### src/rtl/dma_req_arbiter.sv
module dma_req_arbiter #(
  parameter int NCH   = 8,
  parameter int NLINE = 16,
  parameter int DW    = 32,
  localparam int CHW  = $clog2(NCH),
  localparam int SELW = $clog2(NLINE)
) (
  input  logic             clk,
  input  logic             rst_n,
  input  logic [NLINE-1:0] preq_single,
  input  logic [NLINE-1:0] preq_burst,
  input  logic             xfer_done,
  output logic             gnt_valid,
  output logic             gnt_burst,
  output logic [CHW-1:0]   gnt_chan,
  input  logic             reg_wr,
  input  logic [2:0]       reg_addr,
  input  logic [DW-1:0]    reg_wdata,
  output logic [DW-1:0]    reg_rdata,
  input  logic [NCH-1:0]   evt_done,
  input  logic [NCH-1:0]   evt_err,
  output logic             irq
);

  localparam int SRCW = NCH * SELW;

  logic [NLINE-1:0] s1_single, s2_single, s1_burst, s2_burst;
  logic [NCH-1:0]   ch_en, done_raw, err_raw, done_mask, err_mask;
  logic [SRCW-1:0]  src_sel;
  logic [NCH-1:0]   ch_req, ch_bst;
  logic             win_any;
  logic [CHW-1:0]   win_ch;
  logic [NCH-1:0]   done_clr, err_clr;

  always_ff @(posedge clk) begin
    if (!rst_n) begin
      s1_single <= '0;
      s2_single <= '0;
      s1_burst  <= '0;
      s2_burst  <= '0;
    end else begin
      s1_single <= preq_single;
      s2_single <= s1_single;
      s1_burst  <= preq_burst;
      s2_burst  <= s1_burst;
    end
  end

  for (genvar c = 0; c < NCH; c++) begin : g_map
    logic [SELW-1:0] line;
    assign line      = src_sel[c*SELW +: SELW];
    assign ch_req[c] = ch_en[c] & (s2_single[line] | s2_burst[line]);
    assign ch_bst[c] = s2_burst[line];
  end

  always_comb begin
    win_any = 1'b0;
    win_ch  = '0;
    for (int i = NCH - 1; i >= 0; i--) begin
      if (ch_req[i]) begin
        win_any = 1'b1;
        win_ch  = CHW'(i);
      end
    end
  end

  always_ff @(posedge clk) begin
    if (!rst_n) begin
      gnt_valid <= 1'b0;
      gnt_burst <= 1'b0;
      gnt_chan  <= '0;
    end else if (gnt_valid) begin
      if (xfer_done) begin
        gnt_valid <= 1'b0;
        gnt_burst <= 1'b0;
        gnt_chan  <= '0;
      end
    end else if (win_any) begin
      gnt_valid <= 1'b1;
      gnt_burst <= ch_bst[win_ch];
      gnt_chan  <= win_ch;
    end
  end

  assign done_clr = (reg_wr && reg_addr == 3'd2) ? reg_wdata[NCH-1:0] : '0;
  assign err_clr  = (reg_wr && reg_addr == 3'd3) ? reg_wdata[NCH-1:0] : '0;

  always_ff @(posedge clk) begin
    if (!rst_n) begin
      ch_en     <= '0;
      src_sel   <= '0;
      done_mask <= '0;
      err_mask  <= '0;
      done_raw  <= '0;
      err_raw   <= '0;
    end else begin
      if (reg_wr) begin
        case (reg_addr)
          3'd0:    ch_en     <= reg_wdata[NCH-1:0];
          3'd1:    src_sel   <= reg_wdata[SRCW-1:0];
          3'd4:    done_mask <= reg_wdata[NCH-1:0];
          3'd5:    err_mask  <= reg_wdata[NCH-1:0];
          default: ;
        endcase
      end
      done_raw <= (done_raw & ~done_clr) | evt_done;
      err_raw  <= (err_raw & ~err_clr) | evt_err;
    end
  end

  always_comb begin
    reg_rdata = '0;
    case (reg_addr)
      3'd0: reg_rdata[NCH-1:0]  = ch_en;
      3'd1: reg_rdata[SRCW-1:0] = src_sel;
      3'd2: reg_rdata[NCH-1:0]  = done_raw;
      3'd3: reg_rdata[NCH-1:0]  = err_raw;
      3'd4: reg_rdata[NCH-1:0]  = done_mask;
      3'd5: reg_rdata[NCH-1:0]  = err_mask;
      3'd6: reg_rdata[NCH-1:0]  = done_raw & done_mask;
      3'd7: reg_rdata[NCH-1:0]  = err_raw & err_mask;
      default: ;
    endcase
  end

  assign irq = |((done_raw & done_mask) | (err_raw & err_mask));

endmodule

### config.mk
export PLATFORM = sky130hd
export DESIGN_NAME = dma_req_arbiter
export DESIGN_NICKNAME = d
export VERILOG_FILES = /design/src/rtl/dma_req_arbiter.sv
export SDC_FILE = /design/constraint.sdc
export NUM_CORES = 1
export LEC_CHECK = 0
export BUFFER_PORTS_ARGS = -buffer_cell sky130_fd_sc_hd__clkbuf_2
export CAP_MARGIN = 20
export CELL_PAD_IN_SITES_DETAIL_PLACEMENT = 1
export CELL_PAD_IN_SITES_GLOBAL_PLACEMENT = 1
export CORE_MARGIN = 8
export CORE_UTILIZATION = 47
export DETAILED_ROUTE_END_ITERATION = 8
export HOLD_SLACK_MARGIN = 0.05
export MAX_ROUTING_LAYER = met4
export PLACE_DENSITY_LB_ADDON = 0.08
export SYNTH_ARGS = -nofsm -noshare
export SYNTH_HDL_FRONTEND = slang
export SYNTH_SLANG_ARGS = --single-unit
### constraint.sdc
create_clock -name clk -period 4.1 [get_ports clk]
set_clock_uncertainty 0.1 [all_clocks]
set_input_delay 0.205 -clock clk [delete_from_list [all_inputs] [get_ports clk]]
set_output_delay 0.205 -clock clk [all_outputs]
set_load 0.01 [all_outputs]
After elaboration in Yosys (flattened, before gate mapping). Index checks and enable logic that the tools add are counted.

Output and inout port bits: 38. Input bits: 87. Word-level logic and storage cells: 128. Register bits: 141.

Magnitude comparators: 9. Multiplexer cells: 63. Reductions and logical operators: 10. Bitwise gates (word level): 25. Equality and inequality tests: 8.

Operators with widths (number): binary-select mux 1 bit (select 4 bit) (16); one-hot mux 8 bit (8 select lines) (1); < comparator 4 x 5 -> 1 bit, second input constant (8); 2-to-1 mux 3 bit (11); bitwise AND 8 bit (4); 2-to-1 mux 1 bit (31); 2-to-1 mux 24 bit (1); OR 8 bit (3); 2-to-1 mux 8 bit (2); inverter 8 bit (2); equality test 3 bit, second input constant (4); AND reduction 2 bit (5); bitwise AND 1 bit (8); OR 1 bit (8); OR reduction 8 bit (1); equality test 3 x 2 -> 1 bit, second input constant (2); < comparator 3 x 4 -> 1 bit, second input constant (1); binary-select mux 1 bit (select 3 bit) (1); equality test 3 x 1 -> 1 bit, second input constant (1); zero test 3 bit (1); logical AND 1 bit (2); inequality test 2 bit, second input constant (1); nonzero test 2 bit (1).

Depth between registers and ports, before layout. Gate-level depths: netlist (run 1).

Word-level depth: 16. Gate-level depth with buffers: 10. Gate-level depth less buffers: 9.

Least setup slack after synthesis (run 1). Ideal clock, no wire load.

Path kind: register to register. From: register src_sel[24]. To: register gnt_burst. Arrival time: 2404 ps. Slack: 1471 ps. Stages on the path, launching flop included: 11. Library setup time: 126 ps. Path buffers: 1. Required time: 3874 ps. Clock period less this slack: 2629 ps. Cells stage by stage: dfxtp_1 buf_6 mux4_2 a22oi_1 and3_1 a41o_1 nand4_1 nand3_1 mux2_2 o211ai_1 nand3_1.

Word-level cells in the longest chain between the ends: 15. Elaborated cells on any way between the ends: 26. Classes of those cells: 22 x mux; 2 x bitwise; 2 x reduce/logical.

Ends and longest elaborated chain: start, declared (RTL line 29) `logic [SRCW-1:0] src_sel;`; start signal, assigned (RTL line 100) `3'd1: src_sel <= reg_wdata[SRCW-1:0];`; binary-select mux 1 bit (select 4 bit) (on tied branches) (RTL line 52, 53); 2-to-1 mux 1 bit (on tied branches) (RTL line 52, 53); OR 1 bit (RTL line 52) `assign ch_req[c] = ch_en[c] & (s2_single[line] | s2_burst[line]);`; bitwise AND 1 bit (RTL line 52); 2-to-1 mux 3 bit (7 in series) (RTL line 60) `if (ch_req[i]) begin`; binary-select mux 1 bit (select 3 bit) (RTL line 80) `gnt_burst <= ch_bst[win_ch];`; 2-to-1 mux 1 bit (not written as such) (RTL line 80); 2-to-1 mux 1 bit (RTL line 78) `end else if (win_any) begin`; 2-to-1 mux 1 bit (RTL line 72) `end else if (gnt_valid) begin`; end signal, assigned (RTL line 80); end, declared (RTL line 14) `output logic gnt_burst,`.

Several ways; a longest one is shown, not always the timed one. The select of a mux whose other input is x is not followed. A chain may end at the register's enable or synchronous reset.

Final worst setup path (run 1).
From: register src_sel[20]. To: register gnt_burst.

Word-level cells in the longest chain between the ends: 14. Elaborated cells on any way between the ends: 24. Classes of those cells: 20 x mux; 2 x bitwise; 2 x reduce/logical.

Ends and longest elaborated chain (RTL line): binary-select mux 1 bit (select 4 bit) (on tied branches) (52, 53); 2-to-1 mux 1 bit (on tied branches) (52, 53); OR 1 bit (52); bitwise AND 1 bit (52); 2-to-1 mux 3 bit (6 in series) (60); binary-select mux 1 bit (select 3 bit) (80); 2-to-1 mux 1 bit (not written as such) (80); 2-to-1 mux 1 bit (78); 2-to-1 mux 1 bit (72).

Several ways; a longest one is shown, not always the timed one. The select of a mux whose other input is x is not followed.

==> results of run 1 <==
==> metrics by stage <==
| step | std cells | cell area (um2) | setup slack [ns] |
|---|---|---|---|
| after floorplan | 783 | 7560 | 1.47 |
| after global placement | 1076 | 8260 | 1.03 |
| after CTS | 1190 | 9660 | 0.846 |
| after global routing | 1191 | 9670 | 0.523 |
| after detailed placement | 1077 | 8280 | 0.862 |
| final | 1192 | 9670 | 0.774 |
==> power by group through the flow <==
| stage | Combinational [mW] | Clock, mW | Sequential (mW) |
|---|---|---|---|
| floorplan | 0.206 | 0 | 1.49 |
| CTS | 0.365 | 1.55 | 1.51 |
| detailed placement | 0.301 | 0 | 1.54 |
| global placement | 0.287 | 0 | 1.53 |
| global route | 0.402 | 1.62 | 1.51 |
| finish | 0.372 | 1.54 | 1.51 |
==> per-layer routing <==
| layer | global-route usage | share of wire | vias up |
|---|---|---|---|
| met5 | - | 0 | - |
| met3 | 0.0614 | 0.080 | 63 |
| li1 | - | - | 3187 |
| met4 | 0.106 | 0.025 | 0 |
| met1 | 0.357 | 0.42 | 3587 |
| met2 | 0.453 | 0.47 | 365 |
==> worst max-delay path by stage <==
stage / to / depth (start not counted)
6_report: gnt_burst / 9
5_1_grt: gnt_burst / 9
4_1_cts: gnt_burst / 9
3_5_place_dp: gnt_burst / 9
3_3_place_gp: gnt_burst / 9
2_1_floorplan: gnt_burst / 10
==> area by class of cell <==
class	instances	area (um2)	share of cell area
multi-input cells	580	4460	0.461
flip-flops and latches	141	2820	0.292
repair buffers	213	1500	0.156
clock buffers	17	425	0.0440
well taps	216	270	0.0280
clock inverters	15	150	0.0155
inverters	8	30.0	0.00311
diodes	2	5.00	0.000518
==> flip-flops by register name, indices dropped and copies added, names as in the netlist <==
register   count
ch_en          8
done_mask      8
done_raw       8
gnt_valid      1
src_sel       32
s2_single     16
s1_burst      16
err_raw        8
s1_single     16
s2_burst      16
err_mask       8
gnt_burst      1
gnt_chan       3
==> placed cells by master, fill, tap and decap left out, types with 2 or more instances in the layout <==
cell type        n
o211ai_1         2
clkbuf_16       17
inv_6            7
dlygate4sd3_1   81
o21ai_2          3
nand4_1          2
mux2i_1         15
and3_1          32
nor2b_1         34
a22o_1           8
nor3b_1          2
nand3_1         31
o21ai_0          5
buf_4            7
mux4_2          60
and2_1          68
inv_8            2
o21a_1           4
clkbuf_2       123
a31oi_1          2
o21ai_1          3
a41o_1           2
nor2_1          14
nand2_1        159
a21boi_0        56
o22ai_1          2
mux4_1           4
a221oi_1         6
clkinvlp_4       3
a21oi_1         27
inv_1            8
a22oi_1         15
nor3_1           2
diode_2          2
dfxtp_1        141
==> what timing repair did <==
action                                 in CTS  in global routing
endpoints found under the hold margin     103                  0
setup endpoints to repair                   0                  0
hold buffers                               81                  0
==> critical path, stage by stage (launching register included) <==
cell and delay [ns]:
dfxtp_1 0.69, mux4_2 0.58, a22oi_1 0.19, nand3_1 0.21, o21ai_1 0.32, nand4_1 0.27, nand3_1 0.25, mux2_2 0.36
o211ai_1 0.15, nand3_1 0.08
==> kinds of logic after synthesis <==
| family | synth area share |
|---|---|
| compound gates | 0.148 |
| simple gates | 0.228 |
| buf+inv | 0.0371 |
| flops | 0.373 |
| mux | 0.214 |
==> metrics.txt, run 1 <==
Final Hold Viols=0; Ports=125; nature of the critical path endpoint=register; routed wire length=around 28000 um; status=completed; share of cells above drive strength 1=0.241; DR vias/cell=a little over 6; Worst Setup Start Kind=register; pwr dens=approximately 350 mW/mm2; final cycle utilization of the critical path=0.811; Syn. warnings=0; HP Start=rst_n; Post-Syn Area=around 0.0076 mm2; Iteration-0 DRC Markers=slightly above 700; Reg clk slew, reported paths=about 0.07 ns; first-pass GRT wire length=between 40000 and 50000 um; CTS tree=yes; Cell variety after synth=54; GRT Total Usage=0.287; initial core utilization=0.478; Crit Path Max Fanout=10; WL/cell=around 23 um; Die ar.=about 0.02 mm2; final core utilization=0.611; switching share of total power=0.273; Root Buffer=clkbuf_16; Post-CTS Setup Bufs=0; FF-to-FF Start=src_sel[20]; Worst-Skew Late Latency=0.43 ns; fin crit period=~3.3 ns; number of global-route vias before repair=~7600; hold_ws=~0.12 ns; RSZ-0062 raised after global routing=false; CTS sink count=141; syn_nets=870; Int Pwr=2.49 mW; Post-synth EDFFs=0; antenna violations before repair=1; combinational power share=0.109; largest net degree at the start of global routing=62; DR DRC count=0; Setup TNS=0 ns; share of the synthesized area in the top cell type=0.373; Rel. slew slack=0.390; Hold Path Cell Cnt=2; TritonCTS Buffers=17; f_max=301 MHz; Clock Path Buffers=2; number of synthesized register bits=approximately 140; top_reg_cell synth=dfxtp_1; HPWL after detailed placement=18500 um; core area=0.0158 mm2; Slew @ Worst Pin=roughly 0.9 ns; Die Span Y=between 100 and 150 um; dominant cells by area after synthesis=dfxtp_1 37%, mux4_2 18%, nand2_1 7.9%; Clock Power Share=0.449; Sequential Power Share=0.442; cell row count=46; Final Slew Violations=0; vias post-DR=7202; Filler Cells Inserted=approximately 1700; Pleak=3.81 nW; top cell type by total area after synthesis=dfxtp_1; worst reg2reg setup slack=0.77 ns; Die Span X=143 um; P_sw=~0.93 mW; synth cell count leaders=159 x nand2_1, 141 x dfxtp_1, 68 x and2_1; Routed Antenna Nets=0; most numerous cell in the Yosys netlist=nand2_1; synthesis-to-layout area growth=27.8%; final net count=roughly 1000; mean post-synth cell area=roughly 9.7 um2; Critical Path RT=~4.3 ns; Buffers on Ports=124; hold endpoint=src_sel[27]; share of flip-flops with an asynchronous set or reset=0; CP arrival=roughly 3.5 ns; GRT overflow=0; Max-cap violations=0; Pre-antenna DRT Iters=5; cts repair resizes=0; H-tree lvl count=4; HP Class=input pin to register; r2r worst-path depth=9; WS Path Type=register to register; RD Place Congestion=0.930; peak supply drop=around 0.33 mV; r2r endpoint=gnt_burst; sequential share of the synthesized area=0.373; CP Launch Point=src_sel[20]; Syn Inst Count=~800; Pwr Total=roughly 3.4 mW; final setup vio count=0
(Power assumes the default switching activity.)
==> run 2: changes to the inputs <==
--- a/config.mk
+++ b/config.mk
@@ -5,12 +5,13 @@
 export SDC_FILE = /design/constraint.sdc
 export NUM_CORES = 1
 export LEC_CHECK = 0
+export ABC_AREA = 1
 export BUFFER_PORTS_ARGS = -buffer_cell sky130_fd_sc_hd__clkbuf_2
 export CAP_MARGIN = 20
 export CELL_PAD_IN_SITES_DETAIL_PLACEMENT = 1
 export CELL_PAD_IN_SITES_GLOBAL_PLACEMENT = 1
 export CORE_MARGIN = 8
-export CORE_UTILIZATION = 47
+export CORE_UTILIZATION = 40
 export DETAILED_ROUTE_END_ITERATION = 8
 export HOLD_SLACK_MARGIN = 0.05
 export MAX_ROUTING_LAYER = met4
==> constraint.sdc (replaced) <==
create_clock -name clk -period 3.1 [get_ports clk]
set_clock_uncertainty 0.1 [all_clocks]
set_input_delay 0.155 -clock clk [delete_from_list [all_inputs] [get_ports clk]]
set_output_delay 0.155 -clock clk [all_outputs]
set_load 0.01 [all_outputs]
==> run 2 against run 1 <==
  * Setup slack worse by 0.38 ns
  * Count of clock-buffer cells in the layout unchanged
  * Highest routed layer unchanged
  * Maximum frequency up 23%
  * Final cell count up 35%
  * Critical endpoint unchanged
  * Sequential cell count unchanged
  * Hold slack better by 0.040 ns
  * Die area up 17%
  * Combinational power up 92%
  * Register-to-register slack worse by 0.38 ns
==> metrics.txt, run 2 <==
largest net degree at the start of global routing=98; Reg clk slew, reported paths=around 0.080 ns; Slew @ Worst Pin=0.749 ns; Iteration-0 DRC Markers=around 660; number of global-route vias before repair=9207; HP Class=input pin to register; sequential share of the synthesized area=0.369; most numerous cell in the Yosys netlist=nand2_1; first-pass GRT wire length=approximately 52000 um; final core utilization=0.528; share of flip-flops with an asynchronous set or reset=0; hold_ws=around 0.16 ns; cell row count=50; TritonCTS Buffers=17; commonest non-fill, non-tap cell in the layout=nand2_1; GR Util met1=0.329; grt met2 use=0.480; Clock Path Buffers=2; Post-Syn Area=0.00765 mm2; Final Hold Viols=0; GRT Total Usage=0.284; final cycle utilization of the critical path=0.873; f_max=~370 MHz; DP Cell Count=1481; RD Place Congestion=around 0.93; CP arrival=around 3 ns; top_reg_cell synth=dfxtp_1; CTS sink count=between 100 and 150; Multi-input gate area=around 0.0038 mm2; Setup TNS=0 ns; WL/cell=~21 um; GRT overflow=0; HPWL after detailed placement=roughly 22000 um; Pre-antenna DRT Iters=5; synth cell count leaders=223 x nand2_1, 171 x a21oi_1, 154 x inv_1; antenna violations before repair=2; Post-synth EDFFs=0; Top Usage Layer GRT=met2; Die Span X=154 um; syn_nets=roughly 1300; synthesis-to-layout area growth=29.4%; Syn. warnings=0; routed wire length=roughly 33000 um; Cell variety after synth=34; Routed Antenna Nets=0; Die Span Y=154 um; Ports=~130; status=completed; RSZ-0062 raised after global routing=false; core area=around 0.019 mm2; nature of the critical path endpoint=register; final net count=1442; max FFs per register=32; FF+latch area=0.00282 mm2; pwr dens=just under 500 mW/mm2; most frequent cells in the layout=222 x nand2_1, 171 x a21oi_1, 154 x inv_1; H-tree lvl count=4; Largest Register=src_sel; Die ar.=between 0.02 and 0.025 mm2; share of cells above drive strength 1=0.154; Buffers on Ports=124; Crit Path Max Fanout=18; mean post-synth cell area=roughly 6.6 um2; Root Buffer=clkbuf_16; fin crit period=~2.7 ns; DR vias/cell=roughly 5.6; initial core utilization=0.408; share of the synthesized area in the top cell type=0.369; WS Path Type=register to register; cts repair resizes=0; Syn Inst Count=~1200; DR DRC count=0; number of synthesized register bits=roughly 140; global routing usage on met3=0.0552; Pleak=between 4 and 5 nW; Worst Setup Start Kind=register; Worst-Skew Late Latency=0.44 ns; worst reg2reg setup slack=approximately 0.4 ns; Critical Path RT=3.33 ns; Rel. slew slack=0.500; Post-CTS Hold Fix Bufs=89; final setup vio count=0; Pwr Total=between 4 and 5 mW; peak supply drop=between 0.4 and 0.5 mV; CTS tree=yes; vias post-DR=approximately 8900; dominant cells by area after synthesis=dfxtp_1 37%, a21oi_1 11%, nand2_1 11%; Final Slew Violations=0; top cell type by total area after synthesis=dfxtp_1; post-route insts no fill=~1600; Filler Cells Inserted=2476; Max-cap violations=0; Post-CTS Setup Bufs=0
run 2: metrics by stage:
stage          setup WS [ns]  cell area, um2
6_report               0.392            9900
5_1_grt                0.101            9900
4_1_cts                0.392            9900
3_5_place_dp           0.424            8370
3_3_place_gp           0.401            8370
2_1_floorplan           1.11            7650
run 2: worst max-delay path: stages, from the launching register on:
cell     delay (ns)
dfxtp_1        0.81
inv_6          0.16
nand2_1        0.11
nand3_1        0.08
nand3_1        0.09
nand3_1        0.08
nand2_1        0.13
nor2_2         0.07
nor2_1         0.08
nand2_1        0.06
nand2_1        0.05
nand2_1        0.05
nand2_1        0.06
nand2_1        0.06
nand2_2        0.12
nand2_2        0.09
nand2_1        0.08
nand3_1        0.07
nand3_1        0.08
nand3_1        0.07
nand2_1        0.06
inv_1          0.04
run 2: area by class of cell:
cell class / count / share of cell area
Clock buffer: 17 / 0.0430
Tap cell: 234 / 0.0296
Antenna cell: 2 / 0.000505
Multi-Input combinational cell: 790 / 0.384
Sequential cell: 141 / 0.285
Inverter: 172 / 0.0670
Timing Repair Buffer: 233 / 0.170
Clock inverter: 15 / 0.0211
run 2: kinds of logic (layout without fill, tap and decap cells):
group	Yosys count	in the layout	synth area share
other cells	0	2	0
flops	141	141	0.369
compound gates	364	364	0.256
simple gates	426	426	0.239
buf+inv	233	437	0.135
run 2: path summary, 6_finish.rpt:
path	cells after the start	start	to
hold reg to reg	2	s1_single[9]	s2_single[9]
setup / recovery	21	src_sel[28]	gnt_burst
hold / removal	4	reg_wr	err_mask[6]
setup reg to reg	21	src_sel[28]	gnt_burst
run 2: power by group:
group	leakage (nW)	internal, mW	switching, mW
Sequential	1.16	1.89	0.0920
Clock	0.303	1.11	1.05
Combinational	3.09	0.286	0.429
run 2: routing by layer:
layer / up-vias / share of wire / wire, um
li1: 4266 / - / -
met1: 4269 / 0.42 / 13800
met2: 310 / 0.50 / 16400
met3: 81 / 0.060 / 2000
met4: 0 / 0.028 / 935
met5: - / 0 / 0
